`config.mk`:
```
export PLATFORM = sky130hd
export DESIGN_NAME = pic_dispatch_core
export DESIGN_NICKNAME = d
export VERILOG_FILES = /design/src/rtl/pic_pkg.sv /design/src/rtl/pic_lowest.sv /design/src/rtl/pic_ctrl.sv /design/src/rtl/pic_datapath.sv /design/src/rtl/pic_dispatch_core.sv
export SDC_FILE = /design/constraint.sdc
export NUM_CORES = 2
export LEC_CHECK = 0
export BUFFER_PORTS_ARGS = -buffer_cell sky130_fd_sc_hd__buf_2
export CAP_MARGIN = 5
export CORE_MARGIN = 2
export CORE_UTILIZATION = 30
export CTS_CLUSTER_SIZE = 40
export DETAILED_ROUTE_END_ITERATION = 7
export GPL_TIMING_DRIVEN = 0
export PLACE_DENSITY = 0.44
export SYNTH_ARGS = -nofsm -noshare
export SYNTH_HDL_FRONTEND = slang
export SYNTH_HIERARCHICAL = 1
export SYNTH_SLANG_ARGS = --single-unit
```
`constraint.sdc`:
```
create_clock -name clk -period 7.1 [get_ports clk]
set_input_delay 0.71 -clock clk [delete_from_list [all_inputs] [get_ports clk]]
set_output_delay 0.71 -clock clk [all_outputs]
set_load 0.01 [all_outputs]
```
`src/rtl/pic_pkg.sv`:
```
package pic_pkg;

  typedef enum logic [2:0] {
    SEL_MASK   = 3'd0,
    SEL_EDGE   = 3'd1,
    SEL_CLEAR  = 3'd2,
    SEL_VECTOR = 3'd3,
    SEL_POL    = 3'd4,
    SEL_ROUTE  = 3'd5,
    SEL_STATUS = 3'd6
  } regsel_e;

  typedef struct packed {
    logic maskWr;
    logic edgeWr;
    logic clrWr;
    logic vecWr;
    logic polWr;
    logic routeWr;
  } strobe_t;

endpackage

```
`src/rtl/pic_lowest.sv`:
```
module pic_lowest #(
  parameter int N = 64
) (
  input  logic [N-1:0]         req,
  output logic                 found,
  output logic [$clog2(N)-1:0] idx
);
  localparam int IW = $clog2(N);

  assign found = |req;

  always_comb begin
    idx = '0;
    for (int i = N - 1; i >= 0; i--) begin
      if (req[i]) idx = IW'(i);
    end
  end
endmodule

```
`src/rtl/pic_ctrl.sv`:
```
module pic_ctrl
  import pic_pkg::*;
#(
  parameter int NUM_IN = 64
) (
  input  logic              clk,
  input  logic              rst,
  input  logic [NUM_IN-1:0] irqIn,
  input  logic              cfgWrEn,
  input  logic [2:0]        cfgSel,
  output strobe_t           stb,
  output logic [NUM_IN-1:0] riseEv,
  output logic [NUM_IN-1:0] fallEv
);
  logic [NUM_IN-1:0] lastLevel;

  always_ff @(posedge clk) begin
    if (rst) lastLevel <= '0;
    else     lastLevel <= irqIn;
  end

  assign riseEv = irqIn & ~lastLevel;
  assign fallEv = ~irqIn & lastLevel;

  always_comb begin
    stb = '0;
    if (cfgWrEn) begin
      case (regsel_e'(cfgSel))
        SEL_MASK:   stb.maskWr  = 1'b1;
        SEL_EDGE:   stb.edgeWr  = 1'b1;
        SEL_CLEAR:  stb.clrWr   = 1'b1;
        SEL_VECTOR: stb.vecWr   = 1'b1;
        SEL_POL:    stb.polWr   = 1'b1;
        SEL_ROUTE:  stb.routeWr = 1'b1;
        default:    stb = '0;
      endcase
    end
  end

  a_r12_single_strobe: assert property (@(posedge clk) disable iff (rst)
    !cfgWrEn |-> (stb == '0));
endmodule

```
`src/rtl/pic_datapath.sv`:
```
module pic_datapath
  import pic_pkg::*;
#(
  parameter int NUM_IN  = 64,
  parameter int NUM_OUT = 64,
  parameter int VEC_W   = 8
) (
  input  logic                      clk,
  input  logic                      rst,
  input  strobe_t                   stb,
  input  logic [NUM_IN-1:0]         irqIn,
  input  logic [NUM_IN-1:0]         riseEv,
  input  logic [NUM_IN-1:0]         fallEv,
  input  logic [$clog2(NUM_IN)-1:0] cfgIdx,
  input  logic [NUM_IN-1:0]         cfgData,
  input  logic [2:0]                rdSel,
  input  logic [$clog2(NUM_IN)-1:0] rdIdx,
  output logic [NUM_IN-1:0]         rdData,
  output logic [NUM_OUT-1:0]        irqOut
);
  localparam int IW = $clog2(NUM_IN);
  localparam int OW = $clog2(NUM_OUT);
  localparam logic [VEC_W:0] OUT_LIM = NUM_OUT[VEC_W:0];

  logic [NUM_IN-1:0] pending, inService, intMask, edgeSel, polReg;
  logic [VEC_W-1:0]  vecTab   [NUM_IN];
  logic [VEC_W-1:0]  routeTab [NUM_IN];

  logic [NUM_IN-1:0] clrBits, unmaskBits, newMaskBits, maskNext, pendNext;
  logic [NUM_IN-1:0] riseSet, fallSet, riseHot, fallHot, isrNext;
  logic              riseFound, fallFound, riseOk, fallOk;
  logic [IW-1:0]     riseIdx, fallIdx;
  logic [VEC_W-1:0]  riseVec, fallVec;
  logic [NUM_OUT-1:0] outNext;
  logic              armed;

  assign clrBits     = stb.clrWr  ? (cfgData & edgeSel) : '0;
  assign unmaskBits  = stb.maskWr ? (intMask & ~cfgData) : '0;
  assign newMaskBits = stb.maskWr ? (~intMask & cfgData) : '0;
  assign maskNext    = stb.maskWr ? cfgData : intMask;

  // Pending update: edge bits latch rises, level bits mirror the line.
  for (genvar g = 0; g < NUM_IN; g++) begin : g_pend
    assign pendNext[g] = edgeSel[g] ? ((pending[g] | riseEv[g]) & ~clrBits[g])
                                    : irqIn[g];
  end

  assign riseSet = (riseEv | unmaskBits) & pendNext & ~maskNext;
  assign fallSet = (fallEv | newMaskBits | clrBits) & inService & ~pendNext;

  pic_lowest #(.N(NUM_IN)) u_risePick (.req(riseSet), .found(riseFound), .idx(riseIdx));
  pic_lowest #(.N(NUM_IN)) u_fallPick (.req(fallSet), .found(fallFound), .idx(fallIdx));

  assign riseHot = {{(NUM_IN-1){1'b0}}, riseFound} << riseIdx;
  assign fallHot = {{(NUM_IN-1){1'b0}}, fallFound} << fallIdx;
  assign isrNext = (inService | riseHot) & ~fallHot & ~clrBits;

  assign riseVec = vecTab[riseIdx];
  assign fallVec = vecTab[fallIdx];
  assign riseOk  = riseFound && ({1'b0, riseVec} < OUT_LIM);
  assign fallOk  = fallFound && ({1'b0, fallVec} < OUT_LIM);

  // Lower first, then raise: a raise on the same output wins.
  always_comb begin
    outNext = irqOut;
    if (fallOk) outNext[fallVec[OW-1:0]] = 1'b0;
    if (riseOk) outNext[riseVec[OW-1:0]] = 1'b1;
  end

  always_ff @(posedge clk) begin
    if (rst) begin
      pending   <= '0;
      inService <= '0;
      intMask   <= '1;
      edgeSel   <= '0;
      polReg    <= '0;
      irqOut    <= '0;
      armed     <= 1'b0;
    end else begin
      pending   <= pendNext;
      inService <= isrNext;
      intMask   <= maskNext;
      irqOut    <= outNext;
      armed     <= 1'b1;
      if (stb.edgeWr) edgeSel <= cfgData;
      if (stb.polWr)  polReg  <= cfgData;
    end
  end

  for (genvar g = 0; g < NUM_IN; g++) begin : g_tab
    always_ff @(posedge clk) begin
      if (rst) begin
        vecTab[g]   <= '0;
        routeTab[g] <= '0;
      end else begin
        if (stb.vecWr && cfgIdx == IW'(g))   vecTab[g]   <= cfgData[VEC_W-1:0];
        if (stb.routeWr && cfgIdx == IW'(g)) routeTab[g] <= cfgData[VEC_W-1:0];
      end
    end
  end

  always_comb begin
    rdData = '0;
    case (regsel_e'(rdSel))
      SEL_MASK:   rdData = intMask;
      SEL_EDGE:   rdData = edgeSel;
      SEL_STATUS: rdData = inService & ~intMask;
      SEL_POL:    rdData = polReg;
      SEL_VECTOR: rdData[VEC_W-1:0] = vecTab[rdIdx];
      SEL_ROUTE:  rdData[VEC_W-1:0] = routeTab[rdIdx];
      default:    rdData = '0;
    endcase
  end

  // mask comes out of reset all ones
  a_r1_mask_ones: assert property (@(posedge clk) disable iff (rst)
    $past(rst) |-> (&intMask));

  // an edge bit's pending never drops unless cleared
  a_r2_edge_hold: assert property (@(posedge clk) disable iff (rst)
    armed |-> (($past(pending) & $past(edgeSel) & ~$past(clrBits) & ~pending) == '0));

  // level bits track the sampled line
  a_r3_level_tracks: assert property (@(posedge clk) disable iff (rst)
    armed |-> (((pending ^ $past(irqIn)) & ~$past(edgeSel)) == '0));

  // a raise pick is in service afterwards
  a_r4_rise_in_service: assert property (@(posedge clk) disable iff (rst)
    riseFound |=> inService[$past(riseIdx)]);

  // a lower pick is out of service afterwards
  a_r5_fall_out_service: assert property (@(posedge clk) disable iff (rst)
    fallFound |=> !inService[$past(fallIdx)]);

  // cleared edge bits leave service
  a_r6_clear_drops: assert property (@(posedge clk) disable iff (rst)
    stb.clrWr |=> ((inService & $past(clrBits)) == '0));

  // at most one lower and one raise per cycle on the outputs
  a_r11_out_delta: assert property (@(posedge clk) disable iff (rst)
    armed |-> ($countones(irqOut ^ $past(irqOut)) <= 2));
endmodule

```
`src/rtl/pic_dispatch_core.sv`:
```
module pic_dispatch_core
  import pic_pkg::*;
#(
  parameter int NUM_IN  = 64,
  parameter int NUM_OUT = 64,
  parameter int VEC_W   = 8
) (
  input  logic                      clk,
  input  logic                      rst,
  input  logic [NUM_IN-1:0]         irqIn,
  input  logic                      cfgWrEn,
  input  logic [2:0]                cfgSel,
  input  logic [$clog2(NUM_IN)-1:0] cfgIdx,
  input  logic [NUM_IN-1:0]         cfgData,
  input  logic [2:0]                rdSel,
  input  logic [$clog2(NUM_IN)-1:0] rdIdx,
  output logic [NUM_IN-1:0]         rdData,
  output logic [NUM_OUT-1:0]        irqOut
);
  strobe_t           stb;
  logic [NUM_IN-1:0] riseEv, fallEv;

  pic_ctrl #(.NUM_IN(NUM_IN)) u_ctrl (
    .clk(clk), .rst(rst), .irqIn(irqIn), .cfgWrEn(cfgWrEn), .cfgSel(cfgSel),
    .stb(stb), .riseEv(riseEv), .fallEv(fallEv)
  );

  pic_datapath #(.NUM_IN(NUM_IN), .NUM_OUT(NUM_OUT), .VEC_W(VEC_W)) u_dp (
    .clk(clk), .rst(rst), .stb(stb), .irqIn(irqIn), .riseEv(riseEv),
    .fallEv(fallEv), .cfgIdx(cfgIdx), .cfgData(cfgData), .rdSel(rdSel),
    .rdIdx(rdIdx), .rdData(rdData), .irqOut(irqOut)
  );
endmodule

```
== After elaboration in Yosys (flattened, before gate mapping) ==
Memory sizes are Yosys's and may differ from the RTL's.
Index checks and enable logic that the tools add are counted.

* Bitwise logic cells: 347
* Reductions and logical operators: 137
* Mux-type cells: 725
* Eq/ne operators: 73
* Magnitude comparators: 6
* Shifts and indexed selects: 2

{| class="wikitable"
|+ Operator list
! cell !! count
|-
| two-way mux 8 bit || 128
|-
| bitwise AND 64 bit || 13
|-
| two-way mux 6 bit || 129
|-
| inverter 64 bit || 9
|-
| two-way mux 1 bit || 458
|-
| two-way mux 64 bit || 6
|-
| bitwise OR 64 bit || 5
|-
| case mux 56 bit (4 select lines) || 1
|-
| equality test 6 bit, second input constant || 32
|-
| bitwise OR 1 bit || 192
|-
| logical AND 1 bit || 132
|-
| OR reduction 64 bit || 2
|-
| left shift 1 x 6 -> 64 bit || 2
|-
| equality test 6 x 5 -> 1 bit, second input constant || 16
|-
| bitwise AND 1 bit || 64
|-
| inverter 1 bit || 64
|-
| equality test 6 x 4 -> 1 bit, second input constant || 8
|-
| case mux 8 bit (6 select lines) || 1
|-
| equality test 6 x 3 -> 1 bit, second input constant || 4
|-
| < comparator 8 x 7 -> 1 bit, second input constant || 2
|-
| equality test 3 bit, second input constant || 5
|-
| < comparator 6 x 7 -> 1 bit, second input constant || 2
|-
| demux 1 bit (select 6 bit) || 2
|-
| equality test 6 x 2 -> 1 bit, second input constant || 2
|-
| 6 further kinds || 11
|}

* Register bits after elaboration: 448
* RAM bits: 1024
* Output and inout bits: 128
* Memories: 2

{| class="wikitable"
|+ Memories
! name !! depth !! bits a word !! read ports !! clocked after Yosys merged registers in !! write ports !! RTL line !! source
|-
| u_dp.routeTab || 64 || 8 || 1 || 0 || 64 || pic_datapath.sv:27 || <nowiki>logic [VEC_W-1:0] routeTab [NUM_IN];</nowiki>
|-
| u_dp.vecTab || 64 || 8 || 3 || 0 || 64 || pic_datapath.sv:26 || <nowiki>logic [VEC_W-1:0] vecTab [NUM_IN];</nowiki>
|}

== Longest topological paths before layout ==
An unclocked memory read counts as a cell.

* Depth after elaboration: 83
* Mapped depth: 26
* Gate-level depth less buffers: 19

== Modules after synthesis ==
Netlist, hierarchy kept.

{| class="wikitable"
|+ Modules (own cells, without submodules)
! module !! instances !! area an instance (µm²) !! sequential area each (µm²) !! cells an instance
|-
| pic_datapath || 1 || 73231.5 || 38436.9 || 5951
|-
| pic_ctrl || 1 || 2785.2 || 1281.2 || 269
|-
| pic_lowest || 2 || 887.1 || 0.0 || 145
|}

== Worst setup path before layout ==
Ideal clock, no wire load.

* Path type: input to register
* Start point: input port cfgSel[2]
* End point: register u_dp.irqOut[14]
* Stages: 23
* Required time: 6.983 ns
* Slack: 0.803 ns
* Arrival time: 6.180 ns
* Buffers on the path: 7
* Cell sequence: nor4b_1 > clkbuf_1 > clkbuf_1 > mux2i_1 > o21ai_0 > nor2_1 > inv_1 > a221oi_1 > o211ai_1 > o211a_1 > o311ai_1 > buf_6 > buf_6 > buf_6 > buf_6 > buf_6 > mux4_2 > a221oi_1 > o22ai_1 > a211oi_2 > and2b_4 > and2_1 > a32o_1

{| class="wikitable"
|+ RTL lines
! element !! RTL line !! source
|-
| start: declaration || pic_dispatch_core.sv:12 || <nowiki>input logic [2:0] cfgSel,</nowiki>
|-
| equality test 3 x 2 -> 1 bit || pic_ctrl.sv:28 || <nowiki>case (regsel_e'(cfgSel))</nowiki>
|-
| two-way mux 1 bit || pic_ctrl.sv:28 ||
|-
| two-way mux 6 bit (*) || pic_ctrl.sv:27 || <nowiki>if (cfgWrEn) begin</nowiki>
|-
| two-way mux 64 bit || pic_datapath.sv:37 || <nowiki>assign clrBits = stb.clrWr ? (cfgData & edgeSel) : '0;</nowiki>
|-
| inverter 1 bit || pic_datapath.sv:44 || <nowiki>assign pendNext[g] = edgeSel[g] ? ((pending[g] | riseEv[g]) & ~clrBits[g])</nowiki>
|-
| bitwise AND 1 bit || pic_datapath.sv:44 ||
|-
| two-way mux 1 bit || pic_datapath.sv:44 ||
|-
| bitwise AND 64 bit || pic_datapath.sv:48 || <nowiki>assign riseSet = (riseEv | unmaskBits) & pendNext & ~maskNext;</nowiki>
|-
| (+1 left out) || - ||
|-
| via u_dp.riseSet[59] || pic_datapath.sv:30 || <nowiki>logic [NUM_IN-1:0] riseSet, fallSet, riseHot, fallHot, isrNext;</nowiki>
|-
| (+60 left out) || - ||
|-
| via u_dp.riseIdx[0] || pic_datapath.sv:32 || <nowiki>logic [IW-1:0] riseIdx, fallIdx;</nowiki>
|-
| memory read (64 x 8 bit) (*) || - ||
|-
| < comparator 6 x 7 -> 1 bit (implied by the code) or >= comparator 6 x 1 -> 1 bit (tied branches) || pic_datapath.sv:67 || <nowiki>if (riseOk) outNext[riseVec[OW-1:0]] = 1'b1;</nowiki>
|-
| logical AND 1 bit (implied by the code) || pic_datapath.sv:67 ||
|-
| two-way mux 1 bit (implied by the code) || pic_datapath.sv:67 ||
|-
| demux 1 bit (select 6 bit) || - ||
|-
| bitwise OR 64 bit (no source line) || - ||
|-
| two-way mux 64 bit (*) || pic_datapath.sv:67 ||
|-
| end signal: assignment || pic_datapath.sv:83 || <nowiki>irqOut <= outNext;</nowiki>
|-
| end: declaration || pic_datapath.sv:19 || <nowiki>output logic [NUM_OUT-1:0] irqOut</nowiki>
|}

The timed path passes the listed nets; every way through them passes the cells marked *.
A chain may end at the register's enable or synchronous reset.

==> results by group <==
Run status
  • Status: complete, but fails checks
  • Failing checks: max-capacitance violations, max-slew violations, negative setup slack

Routing
  • 1st-pass router iterations: 8
  • Via density: 5.87
  • Final routed wire length divided by cell count: 36.2 um
  • Drt total wl: 384 mm
  • Metal-1 WL: between 150 and 200 mm
  • # DRC: 0
  • Highest routed layer: met5
  • Antenna Violating Nets Remaining: 0
  • DR vias: 62,300
  • WL met3: 36.4 mm
  • Met2 routed WL: 168 mm
  • Starting DRT DRC Count: roughly 8,500

Setup path
  • WS Path Type: in2reg
  • Delay-heaviest family, CP: buffers and inverters
  • Crit path DAT: 7940 ps
  • Slowest cell on the critical path: clkdlybuf4s18_2
  • CP max FO: 10
  • CP endpoint kind: register
  • WP data required: 7790 ps
  • R2r setup slk: around 290 ps
  • Buffers and inverters on the worst path: 9
  • Worst path max stage delay: 720 ps
  • Critical Path Source Type: input pin
  • Crit path top cell by count: buf_4

Place
  • Setup WS pre-CTS: -4110 ps
  • Placed Instances: 10,200
  • Port Buffers: 262
  • Post-DP HPWL: between 200 and 300 mm
  • GP Congestion: 0.997

Die
  • Die W: ~510 um
  • Io pins: 277
  • Core area: 257,000 um^2
  • Die H: about 500 um
  • Rows: 186
  • Initial Utilization: a little over 30%
  • Die area: roughly 260,000 um^2

Flow run
  • Max_cap viols: 2

Clock tree
  • CTS buffer count: roughly 180
  • Htree depth: 4
  • Max clock buf depth: 4
  • Worst-Skew Late Latency: 890 ps
  • Clock sink total: ~1,500
  • TritonCTS clock tree: done
  • Hold Buf Count CTS: 0
  • Worst-path clk slew: 60 ps
  • CTS Root Cell: clkbuf_16

Timing
  • Max Slew Vio Count: 22
  • # setup viols final: 54
  • Slack of the critical path: -145 ps
  • Worst-Margin Slew: 1550 ps
  • Worst slew margin: -3.61%
  • Min cycle time layout: 7250 ps
  • Setup_tns: -3570 ps
  • Max Clk Rate: 138 MHz
  • Hold Fails Final Rpt: 0
  • Fin crit share: 102%
  • RSZ-0062 raised after global routing: yes
  • Final Skew: 70.4 ps

Global routing
  • Tot GR Track Use: 28.4%
  • Largest net degree at the start of global routing: 15
  • Total grt overflow: 0
  • Global-route wire length before repair: 514 mm
  • Number of global-route vias before repair: slightly below 60,000
  • Initial antenna violation count: between 50 and 60

Power and ir drop
  • Lkg Pwr: between 30 and 40 nW
  • Worst VDD drop: 197 uV
  • Total Power: 24.9 mW
  • Pwr per Cell Area: roughly 270 nW/um^2

Yosys
  • Seq/Total Area, Yosys: 51.1%
  • Ys flop type: edfxtp_1
  • Number of warnings issued by yosys: 6
  • Area leader, netlist: edfxtp_1
  • Most frequent cell after synthesis: and2_1
  • Synth top area share: 39.5%
  • Synthesized area: 77,800 um^2
  • Largest cells by area after synthesis: edfxtp_1 (40%), mux4_2 (16%), dfxtp_1 (12%)
  • #FFs+latches synth: 1,472
  • Commonest cells in the netlist: and2_1 (1,037), edfxtp_1 (1,024), nor2_1 (672)
  • Synth Instances: 6,510
  • Async SR Flop Fraction: 0%
  • Number of synthesized flops with an enable pin: 1,024
  • Synth cell types: 91
  • Average size of a mapped cell: about 12 um^2
  • Synthesized Nets: approximately 6,700

Cells and area
  • Number of nets in the layout: 7,217
  • FF+latch area: approximately 40,000 um^2
  • Fill cells: ~26,000
  • Area growth syn-to-layout: 16.7%
  • Footprint of the multi-input gates: 36,200 um^2
  • Layout cell share with drive strength beyond 1: 20.8%
  • Finished Layout Cells: 10,600

Worst hold path
  • Hold Path Class: in2reg
-- final cells by class --
cell class | instances | area share [%]
antenna | 20 | 0.0551
buffer | 471 | 2.55
clock buffer | 233 | 5.44
clock inverter | 85 | 0.803
inverter | 82 | 0.344
multi-input combinational | 4482 | 39.8
sequential | 1472 | 43.7
tap | 3384 | 4.66
timing repair buffer | 375 | 2.57
-- per-layer routing --
| layer | vias up | global-route usage [%] |
|---|---|---|
| li1 | 25500 | - |
| met1 | 32100 | 37.8 |
| met2 | 3831 | 43.0 |
| met3 | 864 | 6.74 |
| met4 | 34 | 14.4 |
| met5 | - | 0 |
-- power by group --
part	leakage, nW	internal, mW	switching (mW)
logic	14.9	1.88	3.98
clock network	2.78	5.26	3.89
registers	13.4	9.58	0.276
-- stage by stage --
| step | hold slack, ps | util [%] | cell area [um^2] |
|---|---|---|---|
| final | 103 | 35.3 | 90800 |
| after global placement | 467 | 32.4 | 83300 |
| after floorplan | 452 | - | 77800 |
| after global routing | 91.7 | 35.3 | 90800 |
| after CTS | 48.6 | 35.1 | 90400 |
| after detailed placement | 472 | 32.7 | 84100 |
-- cell usage in the layout, fill, tap and decap left out, drive strengths merged, types with 69 or more instances in the layout --
cell type and n:
a21oi 315, and2 1038, buf 495, clkbuf 581, clkinv 72, dfxtp 448
edfxtp 1024, inv 81, mux2i 271, mux4 546, nand2 340, nor2 674
nor2b 224, nor3 69, o21ai 332
-- flip-flops by register name (all words and copies together), names as in the netlist --
register and count:
u_ctrl/lastLevel 64, u_dp/intMask 64, u_dp/pending 64, u_dp/polReg 64, u_dp/inService 64, u_dp/vecTab 512
u_dp/routeTab 512, u_dp/edgeSel 64, u_dp/irqOut 64
-- worst reg2reg max path, stage by stage (launching register included) --
cell and delay (ps):
dfxtp_1 340, nor2b_1 70, nor2_1 90, a21oi_1 50, mux2i_1 260, nand2_1 90
nor2_1 410, nor4_1 100, o31ai_1 90, o311ai_0 360, a31oi_1 430, o31a_1 240
buf_2 420, buf_2 580, clkdlybuf4s15_2 670, mux4_2 320, o22ai_1 120, a211oi_2 620
a22oi_2 90, buf_4 210, and2b_1 320, nand3b_1 270, nand2b_1 270, a32o_1 260
-- what timing repair did --
item | 4_1_cts | 5_1_grt
buffers inserted | 10 | 10
resized for setup | 136 | 55
endpoints found under the setup margin | 128 | 77
pin swaps | 9 | 8
-- final timing paths --
| check | from | endpoint | cells past startpoint |
|---|---|---|---|
| max | cfgSel[1] | u_dp/irqOut[42] | 25 |
| min | irqIn[9] | u_ctrl/lastLevel[9] | 2 |
| max reg2reg | u_ctrl/lastLevel[55] | u_dp/irqOut[55] | 23 |
| min reg2reg | u_dp/irqOut[1] | u_dp/irqOut[1] | 2 |
-- cell families after synthesis --
group	after synthesis	share of synthesized area, %
buf+inv	556	3.02
flops	1472	51.1
simple gates	2587	17.9
compound gates	1075	8.70
mux	820	19.3
(Power assumes the default switching activity.)
